<file path="src/rtl/hfb_pkg.sv">
package hfb_pkg;
   typedef enum logic {
      HFB_FILL = 1'b0,
      HFB_EMIT = 1'b1
   } hfb_phase_e;
endpackage

</file>
<file path="src/rtl/hfb_conj.sv">
module hfb_conj #(
   parameter int W   = 16,
   parameter bit SAT = 1'b1
) (
   input  logic [W-1:0] im_in,
   output logic [W-1:0] im_out
);
   localparam logic [W-1:0] MOST_NEG = {1'b1, {(W-1){1'b0}}};
   localparam logic [W-1:0] MOST_POS = {1'b0, {(W-1){1'b1}}};

   generate
      if (SAT) begin : g_sat
         always_comb begin
            if (im_in == MOST_NEG) im_out = MOST_POS;
            else                   im_out = -im_in;
         end
      end else begin : g_wrap
         always_comb im_out = -im_in;
      end
   endgenerate
endmodule

</file>
<file path="src/rtl/hfb_builder.sv">
module hfb_builder
   import hfb_pkg::*;
#(
   parameter int N_PT    = 64,
   parameter int W       = 16,
   parameter bit SAT_NEG = 1'b1
) (
   input  logic         clk,
   input  logic         rst_n,
   input  logic         s_valid,
   output logic         s_ready,
   input  logic [W-1:0] s_re,
   input  logic [W-1:0] s_im,
   output logic         m_valid,
   input  logic         m_ready,
   output logic [W-1:0] m_re,
   output logic [W-1:0] m_im,
   output logic         m_last
);
   localparam int HALF  = N_PT / 2;
   localparam int BIN_W = $clog2(N_PT);
   localparam int SYM_W = BIN_W - 1;
   localparam logic [BIN_W-1:0] LAST_BIN = BIN_W'(N_PT - 1);
   localparam logic [SYM_W-1:0] LAST_SYM = SYM_W'(HALF - 2);

   hfb_phase_e       phase;
   logic [SYM_W-1:0] fill_cnt;
   logic [BIN_W-1:0] bin_cnt;
   logic [W-1:0]     mem_re [HALF];
   logic [W-1:0]     mem_im [HALF];

   logic             upper;
   logic             zero_bin;
   logic [SYM_W-1:0] slot;
   logic [W-1:0]     rd_re;
   logic [W-1:0]     rd_im;
   logic [W-1:0]     neg_im;

   assign s_ready = (phase == HFB_FILL);
   assign m_valid = (phase == HFB_EMIT);

   always_ff @(posedge clk) begin
      if (!rst_n) begin
         phase    <= HFB_FILL;
         fill_cnt <= '0;
         bin_cnt  <= '0;
      end else if (phase == HFB_FILL) begin
         if (s_valid) begin
            if (fill_cnt == LAST_SYM) begin
               fill_cnt <= '0;
               phase    <= HFB_EMIT;
            end else begin
               fill_cnt <= fill_cnt + 1'b1;
            end
         end
      end else if (m_ready) begin
         if (bin_cnt == LAST_BIN) begin
            bin_cnt <= '0;
            phase   <= HFB_FILL;
         end else begin
            bin_cnt <= bin_cnt + 1'b1;
         end
      end
   end

   always_ff @(posedge clk) begin
      if (phase == HFB_FILL && s_valid) begin
         mem_re[fill_cnt] <= s_re;
         mem_im[fill_cnt] <= s_im;
      end
   end

   // lower half reads slot k-1; upper half reads slot N-1-k, which is ~k in the low bits
   assign upper    = bin_cnt[BIN_W-1];
   assign zero_bin = (bin_cnt[SYM_W-1:0] == '0);
   assign slot     = upper ? ~bin_cnt[SYM_W-1:0] : (bin_cnt[SYM_W-1:0] - 1'b1);
   assign rd_re    = mem_re[slot];
   assign rd_im    = mem_im[slot];

   hfb_conj #(.W(W), .SAT(SAT_NEG)) u_conj (
      .im_in  (rd_im),
      .im_out (neg_im)
   );

   always_comb begin
      if (zero_bin) begin
         m_re = '0;
         m_im = '0;
      end else begin
         m_re = rd_re;
         m_im = upper ? neg_im : rd_im;
      end
   end

   assign m_last = m_valid && (bin_cnt == LAST_BIN);
endmodule

</file>
<file path="src/rtl/hfb_remover.sv">
module hfb_remover #(
   parameter int N_PT = 64,
   parameter int W    = 16
) (
   input  logic         clk,
   input  logic         rst_n,
   input  logic         s_valid,
   output logic         s_ready,
   input  logic [W-1:0] s_re,
   input  logic [W-1:0] s_im,
   input  logic         s_last,
   output logic         m_valid,
   input  logic         m_ready,
   output logic [W-1:0] m_re,
   output logic [W-1:0] m_im,
   output logic         m_last
);
   localparam int BIN_W = $clog2(N_PT);
   localparam int SYM_W = BIN_W - 1;

   logic [BIN_W-1:0] bin_cnt;
   logic             keep;

   assign keep    = !bin_cnt[BIN_W-1] && (bin_cnt[SYM_W-1:0] != '0);
   assign s_ready = keep ? m_ready : 1'b1;
   assign m_valid = s_valid && keep;
   assign m_re    = s_re;
   assign m_im    = s_im;
   assign m_last  = keep && (bin_cnt[SYM_W-1:0] == '1);

   always_ff @(posedge clk) begin
      if (!rst_n) begin
         bin_cnt <= '0;
      end else if (s_valid && s_ready) begin
         bin_cnt <= s_last ? '0 : bin_cnt + 1'b1;
      end
   end
endmodule

</file>
<file path="src/rtl/hfb_top.sv">
module hfb_top #(
   parameter int N_PT    = 64,
   parameter int W       = 16,
   parameter bit SAT_NEG = 1'b1
) (
   input  logic         clk,
   input  logic         rst_n,
   input  logic         sym_valid,
   output logic         sym_ready,
   input  logic [W-1:0] sym_re,
   input  logic [W-1:0] sym_im,
   output logic         bin_valid,
   input  logic         bin_ready,
   output logic [W-1:0] bin_re,
   output logic [W-1:0] bin_im,
   output logic         bin_last,
   input  logic         fin_valid,
   output logic         fin_ready,
   input  logic [W-1:0] fin_re,
   input  logic [W-1:0] fin_im,
   input  logic         fin_last,
   output logic         dout_valid,
   input  logic         dout_ready,
   output logic [W-1:0] dout_re,
   output logic [W-1:0] dout_im,
   output logic         dout_last
);
   generate
      if (N_PT < 8 || (N_PT & (N_PT - 1)) != 0) begin : g_bad_size
         $error("hfb_top: N_PT must be a power of two of at least 8");
      end
      if (W < 2) begin : g_bad_width
         $error("hfb_top: W must be at least 2");
      end
   endgenerate

   hfb_builder #(.N_PT(N_PT), .W(W), .SAT_NEG(SAT_NEG)) u_build (
      .clk     (clk),
      .rst_n   (rst_n),
      .s_valid (sym_valid),
      .s_ready (sym_ready),
      .s_re    (sym_re),
      .s_im    (sym_im),
      .m_valid (bin_valid),
      .m_ready (bin_ready),
      .m_re    (bin_re),
      .m_im    (bin_im),
      .m_last  (bin_last)
   );

   hfb_remover #(.N_PT(N_PT), .W(W)) u_strip (
      .clk     (clk),
      .rst_n   (rst_n),
      .s_valid (fin_valid),
      .s_ready (fin_ready),
      .s_re    (fin_re),
      .s_im    (fin_im),
      .s_last  (fin_last),
      .m_valid (dout_valid),
      .m_ready (dout_ready),
      .m_re    (dout_re),
      .m_im    (dout_im),
      .m_last  (dout_last)
   );
endmodule

</file>
<file path="config.mk">
export PLATFORM = sky130hd
export DESIGN_NAME = hfb_top
export DESIGN_NICKNAME = d
export VERILOG_FILES = /design/src/rtl/hfb_pkg.sv /design/src/rtl/hfb_conj.sv /design/src/rtl/hfb_builder.sv /design/src/rtl/hfb_remover.sv /design/src/rtl/hfb_top.sv
export SDC_FILE = /design/constraint.sdc
export NUM_CORES = 1
export LEC_CHECK = 0
export ABC_AREA = 1
export BUFFER_PORTS_ARGS = -buffer_cell sky130_fd_sc_hd__clkbuf_2
export CORE_ASPECT_RATIO = 1.2
export CORE_MARGIN = 2
export CORE_UTILIZATION = 55
export DETAILED_ROUTE_END_ITERATION = 10
export PLACE_DENSITY = 0.69
export SYNTH_ARGS = -nofsm -noshare
export SYNTH_HDL_FRONTEND = slang
export SYNTH_SLANG_ARGS = --single-unit
</file>
<file path="constraint.sdc">
create_clock -name clk -period 5.5 [get_ports clk]
set_input_delay 0.55 -clock clk [delete_from_list [all_inputs] [get_ports clk]]
set_output_delay 0.55 -clock clk [all_outputs]
set_load 0.01 [all_outputs]
</file>
==> reports/metrics.cfg, run 1 <==
[synthesis]
synth_cells=3610
yosys-top-cells-area=edfxtp_1, nand2_1, nor2_1
syn_area_sq_mm=0.0430
synth_top_area_share_pct=71.4
synth_nets=3691
avgSynthCellArea_sq_um=11.9
ys_types=47
ys_seq_area_share_pct=72.3
ys_ff_latch=1042
synth-warning-count=0
yosysTopAreaCell=edfxtp_1

[sta]
fin_setup_tns_ps=0
skew_ps=23.6
hold_viol_final=0
clock.fmax_mhz=193
max_slew_margin_pct=11.6
holdWs_ps=169
fin_crit_ps=5170
rsz0062_at_grt=no
setup_viol=0
fin_ws_ps=332
tightest_slew_ps=1320
slew_violations=0
finalCritPeriodShare_pct=94.0

[finish]
syn2layout_area_growth_pct=9.71
layout_commonest_cell=edfxtp_1
final_nets=3677
postLayoutCellArea_sq_mm=0.0472
final_util_pct=60.8
fin_cells=4698
mostFrequentLayoutCells=edfxtp_1, nand2_1, nor2_1, nand3_1, nor3_1
drive_above_1_share_pct=9.31
n_antenna_cell=0

[routing]
post_drt_wl_per_cell_um=23.7
ant_nets=0
drt_wl_total_um=111000
via_per_inst=5.92
drt_first_pass_iters=6
drt_iter0_markers=3458
dr_total_vias=27800
drc=0

[grt]
grt_overflow=0
grt_pass1_wl_um=165000
grt_pass1_vias=26100
grt_max_degree=219
antenna_found_initial=1
grt_util_all_layers_pct=27.6

[critical_path]
r2r_slack_ps=2400
endpoint_kind=output port
crit_arrival_ps=4620
critPathKind=reg2out
rr_startpoint=u_build.m_valid$_SDFF_PN0_
crit_path_start_kind=register
reg2regPathDepth=6
rr_endpoint=u_build.mem_re[1][9]$_DFFE_PP_
worstPathMaxFanout=134
cp.required_ps=4950

[floorplan]
die_width_um=259
initial_core_util_pct=55.4
die-height_um=310
ios=141
rows=112
die_area_sq_mm=0.0805
coreArea_sq_mm=0.0776

[clock_network]
numCtsBuffers=101
cts_root_buf=clkbuf_16
clkSinkCount=1042
cts_hold_buf=0
cts_tree=yes
max-clock-path-buffers=3
worstSkewPairLatency_ps=660
post_cts_resized=0
clkTransAtPathRegs_ps=60
postCtsSetupRepairBufs=0
ctsHtreeMaxLevel=3

[place]
preCtsSetupSlack_ps=919
portBuffers=76
placed_cell_area_sq_mm=0.0441
place_congestion=0.808
dp_cells=4518
hpwl_um=57800

[run]
drv_cap=0

[min_path]
holdCritStartpoint=fin_valid
hold_path_class=in2reg
hold_depth=3
hold_end=u_strip.bin_cnt[0]$_SDFFE_PN0P_

[pwr]
powerDensity_mw_per_mm2=330
irDropWorstVdd_v=0.000284
leakagePower_nw=16.6
p_total_mw=15.6

[run_status]
run_status=completed

[power breakdown]
part	internal (mW)	total [mW]	switching, mW	leakage [nW]
Clock	3.73	6.61	2.87	1.53
Sequential	8.76	8.77	0.0117	9.37
Combinational	0.0250	0.196	0.171	5.70
[worst max path at each step]
stage / from / to / slack [ps] / cells after the start
global route: u_build.bin_cnt[0]$_SDFFE_PN0P_ / bin_im[9] / 50 / 16
global placement: u_build.bin_cnt[0]$_SDFFE_PN0P_ / bin_im[14] / 1000 / 23
floorplan: u_build.bin_cnt[0]$_SDFFE_PN0P_ / bin_im[10] / 1190 / 27
detailed placement: u_build.bin_cnt[0]$_SDFFE_PN0P_ / bin_im[10] / 920 / 21
CTS: u_build.bin_cnt[0]$_SDFFE_PN0P_ / bin_im[10] / 190 / 21
finish: u_build.bin_cnt[0]$_SDFFE_PN0P_ / bin_im[4] / 330 / 14
[kinds of logic (layout without fill, tap and decap cells)]
kind of cell             Yosys count  after routing  synth area share, %
XOR/XNOR                           9              9                0.288
AO/OA/AOI/OAI                    278            278                 4.26
AND/OR/NAND/NOR                 1964           1965                 19.1
flip-flops                      1042           1042                 72.3
adder cells (fa/ha/maj)           10             10                0.291
buffers and inverters            307            368                 3.83
[per-layer routing]
metal	global-route usage [%]	share of wire [%]
met1	36.3	38
met2	46.8	50
met3	3.76	8.2
met4	10.7	3.6
met5	0	0.012
[critical path, cell delays in order (launching register included)]
cell      delay [ps]
dfxtp_4          400
inv_16           350
ha_1             410
nor2_8            80
xor2_4           600
buf_4            570
nand3_1          140
nand3_1          120
nand3_1          100
nand2_1          300
nand2_1          110
nor3_2           140
nand2_2          200
a31oi_1          220
clkbuf_2         160
[synthesized netlist by cell type (all sizes together)]
cell / number
nor3: 178
nor2: 610
a41oi: 1
a211oi: 3
ha: 10
a311oi: 1
o32ai: 48
o211ai: 10
o31ai: 66
inv: 52
a31oi: 9
o311ai: 1
dfxtp: 18
nand3: 389
xor2: 9
nand3b: 1
o221ai: 9
o22ai: 3
edfxtp: 1024
or2: 2
buf: 203
nor3b: 2
clkbuf: 52
nand2: 780
a21oi: 42
nand4: 1
a2111oi: 1
o21ai: 84
nor4: 1
[area by class of cell]
class / count / area (sq um)
Clock buffer: 128 / 2700
Multi-Input combinational cell: 2262 / 10600
Clock inverter: 51 / 410
Timing Repair Buffer: 137 / 926
Tap cell: 1026 / 1280
Sequential cell: 1042 / 31100
Fill cell: 6018 / 30400
Inverter: 52 / 221
[registers in the layout, summed over array words and instances (netlist names)]
name              flops
u_build.fill_cnt      5
u_build.mem_re      512
u_build.mem_im      512
u_build.bin_cnt       6
u_strip.bin_cnt       6
u_build.m_valid       1
Note: power is estimated with default switching activity, not from simulation.
==> inputs of run 2 (changes only) <==
- CORE_UTILIZATION: 55 -> 58
- MAX_ROUTING_LAYER: default -> met4
- PLACE_DENSITY: 0.69 -> 0.72
==> run 2 against run 1 <==
The run now fails in detailed routing. Global-route usage up 3.3 points. Synthesized area did not move. Synthesized cell count did not move.
==> reports/metrics.cfg, run 2 <==
[synthesis]
syn_area_sq_mm=0.0430
synth_nets=3691
avgSynthCellArea_sq_um=11.9
synth_top_area_share_pct=71.4
synthTopCellsByCount=edfxtp_1, nand2_1, nor2_1
ys_ff_latch=1042
async_flop_share_pct=0
synth_most_common_cell=edfxtp_1
yosysTopAreaCell=edfxtp_1
synth_ff_type=edfxtp_1
yosys-top-cells-area=edfxtp_1, nand2_1, nor2_1
synth-warning-count=0
synth_cells=3610
ys_types=47
ys_seq_area_share_pct=72.3
synth_edf_count=1024

[floorplan]
die_width_um=253
die-height_um=302
initial_core_util_pct=58.6
ios=141
rows=109

[clock_network]
numCtsBuffers=98
postCtsSetupRepairBufs=0
ctsHtreeMaxLevel=3
cts_hold_buf=0
max-clock-path-buffers=3
post_cts_resized=0
cts_root_buf=clkbuf_16
clkSinkCount=1042

[grt]
grt_max_degree=220
antenna_found_initial=2
grt_pass1_vias=26900
grt_util_all_layers_pct=30.9
grt_pass1_wl_um=168000
grt_overflow=0

[place]
place_congestion=0.834
hpwl_um=58700
preCtsSetupSlack_ps=1120
portBuffers=76

[run_status]
error=[ERROR DRT-0255] Maze Route cannot find path of net fin_im[11] in worker of routeBox ( 241500 289800 ) ( 252695 302435 ).
haltStage=detailed routing
run_status=aborted with a tool error

[run 2: cell counts after synthesis]
No cell type changed its count.
[run 2: metal layers]
layer  global-route usage, %
met5                       -
met4                    12.8
met3                    5.24
met2                    49.5
met1                    39.6
[run 2: cell families after synthesis]
family / share of synthesized area [%]
fa+ha+maj: 0.291
buf+inv: 3.83
simple gates: 19.1
flops: 72.3
compound gates: 4.26
xor+xnor: 0.288
[run 2: metrics by stage]
step                      instances  hold WS [ps]  utilization, %  cell area, sq um
after floorplan                3610           468               -             43000
after global placement         4441           491            59.9             44000
after detailed placement       4441           494            59.9             44000
after CTS                      4625           147            64.0             47100
after global routing           4627           177            64.0             47100
==> inputs of run 3 (changes only) <==
- CORE_ASPECT_RATIO: 1.2 -> default
- CORE_UTILIZATION: 58 -> 40
- MAX_ROUTING_LAYER: met4 -> default
- PLACE_DENSITY: 0.72 -> default
- PLACE_DENSITY_LB_ADDON: default -> 0.15
==> run 3 against run 2 <==
The flow now finishes without violations. Global-route usage down 7.9 points.
==> reports/metrics.cfg, run 3 (same netlist as run 1, synthesis figures left out) <==
[routing]
post_drt_wl_per_cell_um=25.1
drt_first_pass_iters=5
drc=0
via_per_inst=5.49
drt_wl_total_um=129000
ant_nets=0
dr_total_vias=28100
drt_iter0_markers=3174

[clock_network]
ctsHtreeMaxLevel=3
numCtsBuffers=111
post_cts_resized=0
worstSkewPairLatency_ps=700
cts_hold_buf=0
max-clock-path-buffers=3
clkTransAtPathRegs_ps=60
postCtsSetupRepairBufs=0
cts_root_buf=clkbuf_16
cts_tree=yes
clkSinkCount=1042

[sta]
hold_viol_final=0
slew_violations=0
finalCritPeriodShare_pct=91.8
fin_crit_ps=5050
rsz0062_at_grt=no
skew_ps=30.2
setup_viol=0
fin_setup_tns_ps=0
tightest_slew_ps=1300
max_slew_margin_pct=12.8
holdWs_ps=158
clock.fmax_mhz=198

[floorplan]
rows=120
initial_core_util_pct=40.3
ios=141
die_width_um=332
die_area_sq_mm=0.110
die-height_um=332
coreArea_sq_mm=0.107

[place]
portBuffers=76
dp_cells=4914
hpwl_um=65900
place_congestion=0.801

[grt]
grt_overflow=0
grt_pass1_wl_um=186000
grt_max_degree=202
antenna_found_initial=7
grt_util_all_layers_pct=23.0
grt_pass1_vias=26500

[pwr]
p_total_mw=16.0
leakagePower_nw=16.8
powerDensity_mw_per_mm2=332
irDropWorstVdd_v=0.000251

[run]
drv_cap=0

[finish]
largestRegisters=u_build.mem_im x512, u_build.mem_re x512
syn2layout_area_growth_pct=11.7
mostFrequentLayoutCells=edfxtp_1, nand2_1, nor2_1, nand3_1, nor3_1
fin_cells=5115
drive_above_1_share_pct=9.73
final_nets=3705
layout_commonest_cell=edfxtp_1
nFillCells=9795

[critical_path]
critPathKind=reg2out
endpoint_kind=output port
worstPathMaxFanout=56
cp.required_ps=4950
crit_path_start_kind=register
crit_arrival_ps=4500

[min_path]
hold_path_class=in2reg

[run_status]
run_status=completed

## run 3: final timing paths
path                                endpoint  cells past startpoint  slack (ps)                             from
max                                bin_im[6]                     22         450  u_build.bin_cnt[0]$_SDFFE_PN0P_
min          u_strip.bin_cnt[0]$_SDFFE_PN0P_                      3         160                        fin_valid
max reg2reg   u_build.mem_re[2][1]$_DFFE_PP_                      6        2100       u_build.m_valid$_SDFF_PN0_
min reg2reg  u_strip.bin_cnt[4]$_SDFFE_PN0P_                      2         500  u_strip.bin_cnt[4]$_SDFFE_PN0P_
## run 3: final cells by class
type | count | area (sq um) | area share (%)
Clock buffer | 150 | 2950 | 6.12
Tap cell | 1403 | 1760 | 3.65
Sequential cell | 1042 | 31100 | 64.7
Clock inverter | 50 | 395 | 0.822
Inverter | 52 | 221 | 0.461
Timing Repair Buffer | 156 | 1090 | 2.27
Antenna cell | 1 | 2.50 | 0.00520
Multi-Input combinational cell | 2261 | 10600 | 22.0
## run 3: critical path, cell delays in order (launching register included)
cell      delay [ps]
dfxtp_4          380
inv_16           170
ha_1             360
nor2_8            80
xor2_4           720
buf_4            270
nand3_1           70
nand3_1           80
nand3_1           80
nand2_1          190
inv_2            110
ha_1             210
inv_1             60
nor2_1            50
nand2_2           90
nor2_1            50
nand2_1          110
inv_2             60
nand2_2          200
nand2_1           70
o21ai_0          160
inv_1             50
clkbuf_2         120
## run 3: through the flow
| step | util (%) | cell area, sq um | setup slack (ps) |
|---|---|---|---|
| 6_report | 45.0 | 48100 | 452 |
| 2_1_floorplan | - | 43000 | 1190 |
| 4_1_cts | 45.0 | 48100 | 392 |
| 3_3_place_gp | 41.9 | 44700 | 1160 |
| 3_5_place_dp | 41.9 | 44700 | 1150 |
| 5_1_grt | 45.0 | 48100 | 62.9 |
## run 3: power breakdown
part / total (mW) / internal (mW) / switching, mW / leakage (nW)
clock network: 6.99 / 3.89 / 3.11 / 1.62
logic: 0.205 / 0.0251 / 0.180 / 5.80
registers: 8.78 / 8.76 / 0.0112 / 9.37
total: 16.0 / 12.7 / 3.30 / 16.8
## run 3: routing by layer
| layer | global-route usage, % | part of all wire, % | vias to the layer above | wire length, um |
|---|---|---|---|---|
| met1 | 32.6 | 43 | 13900 | 55900 |
| met3 | 4.20 | 7.6 | 217 | 9810 |
| met5 | 0 | 0.049 | - | 63 |
| met2 | 35.6 | 46 | 1097 | 58800 |
| li1 | - | - | 12800 | - |
| met4 | 8.15 | 3.2 | 10 | 4060 |
